File: src/rtl/lru4_pkg.sv
package lru4_pkg;
  localparam int WAYS  = 4;
  localparam int AGE_W = 2;
  localparam int WAY_W = 2;

  typedef logic [AGE_W-1:0] age_t;
  typedef age_t [WAYS-1:0]  ages_t;
  typedef logic [WAY_W-1:0] way_t;

  // Reset order: way w starts with age w.
  function automatic ages_t reset_order();
    ages_t r;
    for (int w = 0; w < WAYS; w++) r[w] = age_t'(w);
    return r;
  endfunction
endpackage

File: src/rtl/lru4_victim_pick.sv
module lru4_victim_pick
  import lru4_pkg::*;
(
  input  ages_t ages_i,
  output way_t  victim_o
);
  // Lowest-index way holding the oldest age; a permutation has exactly one.
  always_comb begin
    victim_o = '0;
    for (int w = WAYS-1; w >= 0; w--) begin
      if (ages_i[w] == '1) victim_o = way_t'(w);
    end
  end
endmodule

File: src/rtl/lru4_age_update.sv
module lru4_age_update
  import lru4_pkg::*;
(
  input  ages_t cur_i,
  input  logic  hit_i,
  input  way_t  hit_way_i,
  input  way_t  victim_i,
  output ages_t nxt_o
);
  way_t ref_way;
  age_t ref_age;

  assign ref_way = hit_i ? hit_way_i : victim_i;
  assign ref_age = cur_i[ref_way];

  always_comb begin
    for (int w = 0; w < WAYS; w++) begin
      if (way_t'(w) == ref_way) begin
        nxt_o[w] = '0;
      end else if (!hit_i) begin
        nxt_o[w] = cur_i[w] + age_t'(1);
      end else if (cur_i[w] < ref_age) begin
        nxt_o[w] = cur_i[w] + age_t'(1);
      end else begin
        nxt_o[w] = cur_i[w];
      end
    end
  end
endmodule

File: src/rtl/lru4_age_store.sv
module lru4_age_store
  import lru4_pkg::*;
#(
  parameter int NUM_SETS = 16,
  parameter int SET_W    = 4
) (
  input  logic                 clk_i,
  input  logic                 rst_ni,
  input  logic                 wr_en_i,
  input  logic [SET_W-1:0]     wr_set_i,
  input  ages_t                wr_ages_i,
  output ages_t [NUM_SETS-1:0] ages_o
);
  for (genvar s = 0; s < NUM_SETS; s++) begin : g_set
    logic  set_en;
    ages_t set_q;

    assign set_en = wr_en_i && (wr_set_i == SET_W'(s));

    always_ff @(posedge clk_i or negedge rst_ni) begin
      if (!rst_ni) begin
        set_q <= reset_order();
      end else if (set_en) begin
        set_q <= wr_ages_i;
      end
    end

    assign ages_o[s] = set_q;
  end
endmodule

File: src/rtl/lru4_age_tracker.sv
module lru4_age_tracker
  import lru4_pkg::*;
#(
  parameter int NUM_SETS = 16,
  localparam int SET_W   = (NUM_SETS > 1) ? $clog2(NUM_SETS) : 1
) (
  input  logic                   clk_i,
  input  logic                   rst_ni,
  input  logic                   acc_valid_i,
  input  logic [SET_W-1:0]       acc_set_i,
  input  logic                   acc_hit_i,
  input  logic [WAY_W-1:0]       acc_way_i,
  output logic [WAY_W-1:0]       victim_way_o,
  output logic [WAYS*AGE_W-1:0]  age_vec_o
);
  ages_t [NUM_SETS-1:0] set_ages_q;
  ages_t                cur_ages;
  ages_t                nxt_ages;
  way_t                 victim;

  assign cur_ages = set_ages_q[acc_set_i];

  lru4_victim_pick u_pick (
    .ages_i   (cur_ages),
    .victim_o (victim)
  );

  lru4_age_update u_upd (
    .cur_i     (cur_ages),
    .hit_i     (acc_hit_i),
    .hit_way_i (acc_way_i),
    .victim_i  (victim),
    .nxt_o     (nxt_ages)
  );

  lru4_age_store #(
    .NUM_SETS (NUM_SETS),
    .SET_W    (SET_W)
  ) u_store (
    .clk_i     (clk_i),
    .rst_ni    (rst_ni),
    .wr_en_i   (acc_valid_i),
    .wr_set_i  (acc_set_i),
    .wr_ages_i (nxt_ages),
    .ages_o    (set_ages_q)
  );

  assign victim_way_o = victim;
  assign age_vec_o    = cur_ages;
endmodule

File: config.mk
export PLATFORM = sky130hd
export DESIGN_NAME = lru4_age_tracker
export DESIGN_NICKNAME = d
export VERILOG_FILES = /design/src/rtl/lru4_pkg.sv /design/src/rtl/lru4_victim_pick.sv /design/src/rtl/lru4_age_update.sv /design/src/rtl/lru4_age_store.sv /design/src/rtl/lru4_age_tracker.sv
export SDC_FILE = /design/constraint.sdc
export NUM_CORES = 1
export LEC_CHECK = 0
export ABC_AREA = 1
export BUFFER_PORTS_ARGS = -buffer_cell sky130_fd_sc_hd__buf_2
export CAP_MARGIN = 30
export CORE_MARGIN = 2
export CORE_UTILIZATION = 37
export CTS_CLUSTER_DIAMETER = 60
export DETAILED_ROUTE_END_ITERATION = 10
export GPL_ROUTABILITY_DRIVEN = 0
export PLACE_DENSITY = 0.54
export SYNTH_ARGS = -nofsm -noshare
export SYNTH_HDL_FRONTEND = slang
export SYNTH_SLANG_ARGS = --single-unit
File: constraint.sdc
create_clock -name clk_i -period 3.49 [get_ports clk_i]
set_input_delay 0.8725 -clock clk_i [delete_from_list [all_inputs] [get_ports clk_i]]
set_output_delay 0.8725 -clock clk_i [all_outputs]
set_load 0.03 [all_outputs]
Yosys cells after proc, flatten, opt, wreduce, memory -nomap -nowiden --
Index checks and enable logic that the tools add are counted.
Storage, ports and cells: bits in registers 128, bits of input ports 10, output and inout bits 10, word-level logic and storage cells 135
Operators by class: $add $sub $neg 4, order comparisons 6, eq/ne operators 22, mux-type cells 21, reduce and logical (&&, ||, !) cells 18
Operator list (count):
- $mux W2 | 18
- $bmux W8 S4 | 1
- $eq A4 B4 Y1 const B | 8
- $eq A4 B3 Y1 const B | 4
- $logic_and A1 B1 Y1 | 16
- $add A2 B1 Y2 const B | 4
- $eq A2 B2 Y1 const B | 4
- $eq A4 B2 Y1 const B | 2
- $lt A2 B2 Y1 | 4
- $mux W8 | 1
- $lt A4 B5 Y1 const B | 1
- $bmux W2 S2 | 1
- $eq A2 B2 Y1 const A | 2
- $eq A4 B1 Y1 const B | 1
- $logic_not A4 Y1 | 1
- $lt A2 B3 Y1 const B | 1
- $eq A1 B2 Y1 const A | 1
- $logic_not A2 Y1 | 1

Longest topological paths before layout --
depth in word-level cells 14, depth in mapped cells 29, gate-level depth less buffers 27

Modules after synthesis --
A second synthesis with hierarchy kept.
Unflattened totals: cells, all modules 1102, area total of the unflattened synthesis 7527.2 um^2
By module, submodules not included:
- lru4_age_store | times used 1, cells each 607, area an instance 5308.8 um^2, seq. area each 3283.1 um^2
- lru4_age_tracker | times used 1, cells each 388, area an instance 1656.6 um^2, seq. area each 0.0 um^2
- lru4_age_update | times used 1, cells each 97, area an instance 518.0 um^2, seq. area each 0.0 um^2
- lru4_victim_pick | times used 1, cells each 10, area an instance 43.8 um^2, seq. area each 0.0 um^2

Worst setup path after synthesis --
Ideal clock, no wire load.
path kind input to register, start point input port acc_set_i[0], end point register u_store.g_set[2].set_q (netlist bit u_store.ages_o[16]), library setup time 0.118 ns, arrival 3.988 ns, data required time 3.372 ns, setup slack -0.615 ns, cell stages on the path 26, buffers on the path 3, cell sequence buf_6 -> buf_4 -> nand2_1 -> nand2_1 -> nand2_1 -> nand3_1 -> nand2_1 -> nand2_1 -> nor2_1 -> inv_1 -> ha_1 -> inv_1 -> nand2_1 -> a21oi_1 -> nand2_1 -> nand2_1 -> nor2_1 -> inv_1 -> nor2_1 -> nor2_2 -> nand2_4 -> a21oi_2 -> nand3_2 -> buf_4 -> nand3_1 -> nand2_1
RTL lines:
- start, declared | RTL line lru4_age_tracker.sv:10 | input logic [SET_W-1:0] acc_set_i,
- $bmux W8 S4 * | RTL line lru4_age_tracker.sv:21 | assign cur_ages = set_ages_q[acc_set_i];
- $mux W8 (not written as such) * | RTL line lru4_age_tracker.sv:21
- named net age_vec_o[4] | RTL line lru4_age_tracker.sv:14 | output logic [WAYS*AGE_W-1:0] age_vec_o
- $eq A2 B2 Y1 * | RTL line lru4_victim_pick.sv:11 | if (ages_i[w] == '1) victim_o = way_t'(w);
- $mux W2 * (3 in series) | RTL line lru4_victim_pick.sv:11
- named net victim_way_o[0] | RTL line lru4_age_tracker.sv:13 | output logic [WAY_W-1:0] victim_way_o,
- $mux W2 * | RTL line lru4_age_update.sv:13 | assign ref_way = hit_i ? hit_way_i : victim_i;
- $bmux W2 S2 | RTL line lru4_age_update.sv:14 | assign ref_age = cur_i[ref_way];
- $mux W2 (not written as such) | RTL line lru4_age_update.sv:14
- $lt A2 B2 Y1 | RTL line lru4_age_update.sv:22 | end else if (cur_i[w] < ref_age) begin
- $mux W2 | RTL line lru4_age_update.sv:22
- $mux W2 | RTL line lru4_age_update.sv:20 | end else if (!hit_i) begin
- $mux W2 * | RTL line lru4_age_update.sv:18 | if (way_t'(w) == ref_way) begin
- end signal, assigned | RTL line lru4_age_store.sv:22 | set_q <= reset_order();
- end signal, assigned | RTL line lru4_age_store.sv:24 | set_q <= wr_ages_i;
- end, declared | RTL line lru4_age_store.sv:16 | ages_t set_q;
The timed path passes the listed nets; every way through them passes the cells marked *. The select of a mux whose other input is x is not followed. A chain may end at the register's enable or synchronous reset.

Final worst setup path --
start point input port acc_set_i[0], end point output port victim_way_o[1]
On the way: longest elaborated chain between the ends 7
RTL lines (RTL line):
- $bmux W8 S4 * | lru4_age_tracker.sv:21
- $mux W8 (not written as such) * | lru4_age_tracker.sv:21
- $eq A2 B2 Y1 | lru4_victim_pick.sv:11
- $mux W2 (3 in series) | lru4_victim_pick.sv:11
- $mux W2 * | lru4_victim_pick.sv:11
- end, declared | lru4_age_tracker.sv:13
Every way passes the cells marked *; elsewhere a longest branch is shown, timed or not. The select of a mux whose other input is x is not followed.

==> metrics.yaml <==
status:
  outcome: "complete, but fails checks"
  violated_checks: "setup timing"
cts:
  cts_root_buffer: "sky130_fd_sc_hd__clkbuf_16"
  cts.path.max_buffers: 2
  clock_buffers_created_by_tritoncts: 17
  cts.clk_slew.worst_paths_ps: 60
  clock_tree_from_tritoncts: "yes"
  tritoncts_num_sinks: 128
  htreeDepth: 4
  clock_insertion_delay_worst_skew_ps: 430
  cts_hold_buffers: 0
worst_setup_path:
  critPathLaunch: "acc_set_i[0]"
  worstPathMaxFanout: 8
  data_required_time_of_the_critical_path_ps: 2620
  timing.critical_path.arrival_ps: 2690
  critical_path.endpoint_type: "output port"
  timing.rr.start: "u_store.ages_o[47]"
  startpoint_type: "input pin"
  r2r_slack_ps: 340
  worstSetupPathType: "in -> out"
final_layout:
  layout.nets: 1177
  layout-area-overhead-vs-synth_pct: 39.5
  post_route_cells_drive_above_1_share_pct: 37.8
  largest_register_ffs: 128
  final-seq-area_sq_um: 3280
  final.fill_count: 1898
  area_of_combinational_cells_with_multiple_inputs_sq_um: 4480
  num_antenna_cells: 0
drt:
  drtPass1Iterations: 5
  total_vias_in_the_final_route: 7395
  wl_per_cell_microns: 19.4
  vias_per_cell: 5.13
  drt_iter0_drc: 765
  ant_nets: 0
  detail_route.wirelength_microns: 27900
  number_of_drc_violations_after_detailed_routing: 0
logic_synthesis:
  number_of_different_library_cells_in_the_post_synthesis_netlist: 25
  mappedNetlistArea_sq_um: 7380
  synthesis.yosys.warnings: 0
  ys_top_cells_by_area: "sky130_fd_sc_hd__nand2_1 32%, sky130_fd_sc_hd__dfstp_2 23%, sky130_fd_sc_hd__dfrtp_1 22%"
  synthCells: 1056
  synth-seq-area-share_pct: 44.5
  netlist.area_leader.share_pct: 31.9
  postSynthNetCount: 1070
  yosys_register_bits: 128
  synth_top_area_cell: "sky130_fd_sc_hd__nand2_1"
  syn_avg_cell_area_sq_um: 6.99
sta:
  timing.final.hold_violations: 0
  period_utilization_post_route_pct: 102
  rsz0062_at_grt: "true"
  max_slew_headroom_pct: 49.5
  period_minus_slack_ps: 3560
  tightest_slew_ps: 758
  hold_slack_ps: 462
  fin_skew_ps: 11.2
  timing.final.ws_setup_ps: -72.6
  finalMaxSlewViolations: 0
  setup_violations: 17
  max_clock_freq_ghz: 0.281
pwr:
  vdd_drop_max_v: 0.000349
  power_uw: 7630
  static-leakage-power_uw: 0.00516
  pwr_density_cell_nw_per_um2: 741
worst_hold_path:
  holdCritPathClass: "reg -> reg"
  min_from: "u_store.ages_o[103]"
global_route:
  wire_length_of_the_first_global_routing_pass_microns: 40100
  via_count_of_the_first_global_routing_pass: 6959
  grt.overflow.total: 0
  antenna_found_initial: 0
  grt_start_max_net_pins: 51
  grt.total_usage_pct: 24.6
floorplanning:
  design.die.area_sq_um: 21100
  die_width_microns: 145
  floorplan.rows: 51
  io-pin-count: 20
  chipHeight_microns: 145
  core_region_area_sq_um: 19500
  initial_core_util_pct: 37.8
placed_design:
  number_of_i_o_port_buffers: 19
  place_hpwl_microns: 16500
run:
  timing.max_cap.violations: 0
==> critical path, stage by stage <==
cell and delay [ps]:
sky130_fd_sc_hd__buf_12 130, sky130_fd_sc_hd__clkinv_16 100, sky130_fd_sc_hd__buf_12 150, sky130_fd_sc_hd__nand2_2 60, sky130_fd_sc_hd__nand2_2 50, sky130_fd_sc_hd__nand2_1 70
sky130_fd_sc_hd__nand3_2 70, sky130_fd_sc_hd__nand2_2 90, sky130_fd_sc_hd__nand2_4 70, sky130_fd_sc_hd__nor2_4 120, sky130_fd_sc_hd__clkinvlp_4 130, sky130_fd_sc_hd__ha_4 170
sky130_fd_sc_hd__or2_4 250, sky130_fd_sc_hd__nand2_4 100, sky130_fd_sc_hd__buf_6 90, sky130_fd_sc_hd__inv_2 20, sky130_fd_sc_hd__buf_6 120
==> power by group <==
group	leakage [uW]	internal (uW)	total [uW]	switching, uW
clock network	0.000265	1030	1710	682
logic	0.00339	1260	3380	2120
registers	0.00151	2220	2540	318
total	0.00516	4510	7630	3110
==> cells in the final DEF (no fill, tap or decap), types with 2 or more instances in the layout <==
cell type	n
sky130_fd_sc_hd__a21oi_4	9
sky130_fd_sc_hd__buf_12	21
sky130_fd_sc_hd__buf_16	4
sky130_fd_sc_hd__buf_2	15
sky130_fd_sc_hd__buf_4	65
sky130_fd_sc_hd__buf_6	10
sky130_fd_sc_hd__clkbuf_1	3
sky130_fd_sc_hd__clkbuf_16	24
sky130_fd_sc_hd__clkbuf_8	3
sky130_fd_sc_hd__clkinv_2	3
sky130_fd_sc_hd__clkinvlp_4	5
sky130_fd_sc_hd__dfrtp_1	64
sky130_fd_sc_hd__dfstp_2	64
sky130_fd_sc_hd__ha_4	3
sky130_fd_sc_hd__inv_1	33
sky130_fd_sc_hd__inv_2	17
sky130_fd_sc_hd__inv_4	2
sky130_fd_sc_hd__inv_6	2
sky130_fd_sc_hd__nand2_1	568
sky130_fd_sc_hd__nand2_2	57
sky130_fd_sc_hd__nand2_4	12
sky130_fd_sc_hd__nand2_8	4
sky130_fd_sc_hd__nand3_1	46
sky130_fd_sc_hd__nand3_2	84
sky130_fd_sc_hd__nand3_4	7
sky130_fd_sc_hd__nand4_1	4
sky130_fd_sc_hd__nor2_1	13
sky130_fd_sc_hd__nor2_2	14
sky130_fd_sc_hd__nor2_4	11
==> worst paths after layout <==
check / to / cells past startpoint
min in group asynchronous: u_store.ages_o[124] / 1
worst min register to register: u_store.ages_o[103] / 2
max in group asynchronous: u_store.ages_o[37] / 2
worst max-delay path: victim_way_o[1] / 17
worst min-delay path: u_store.ages_o[103] / 2
worst max register to register: u_store.ages_o[40] / 25
==> synth_stat cells (all sizes together) <==
cell,instances
nand2,639
nand3,137
dfrtp,64
dfstp,64
inv,56
nor2,39
buf,34
a21oi,9
ha,4
nand4,4
o21ai,3
clkbuf,2
or2,1
==> cell type report <==
class                           count  area share (%)
Clock buffer                       23            4.64
Clock inverter                      9           0.815
Inverter                           56            2.48
Multi-Input combinational cell    838            43.5
Sequential cell                   128            31.9
Tap cell                          265            3.22
Timing Repair Buffer              122            13.4
==> metrics by stage <==
step	cells	TNS (ps)	cell area [sq um]	setup WS, ps	util, %
final	1441	-310	10300	-72.6	52.7
after global routing	1441	-12890	10300	-163	52.7
after CTS	1423	-22.1	9190	-22.1	47.1
after detailed placement	1383	-59320	8430	-520	43.2
after global placement	1383	-51760	8430	-463	43.2
after floorplan	1056	-15320	7520	-186	-
==> routing by layer <==
layer | track usage, % | vias to the layer above | wire length, microns
li1 | - | 3491 | -
met1 | 34.7 | 3567 | 12200
met2 | 37.8 | 283 | 12800
met3 | 4.91 | 54 | 2060
met4 | 8.09 | 0 | 856
met5 | 0 | - | 0
==> repair_timing <==
| action | 4_1_cts | 5_1_grt |
|---|---|---|
| setup buffers | 5 | 9 |
| gates cloned | 4 | 9 |
| pin swaps | 7 | 115 |
| resized for setup | 22 | 190 |
| endpoints found under the setup margin | 93 | 130 |
==> cell families after synthesis <==
group	count (synthesis)	share of synthesized area (%)
AND/OR/NAND/NOR	820	46.3
flip-flops	128	44.5
buffers and inverters	92	6.94
AO/OA/AOI/OAI	12	1.63
adder cells (fa/ha/maj)	4	0.678
Power figures use the tool's default switching activity.
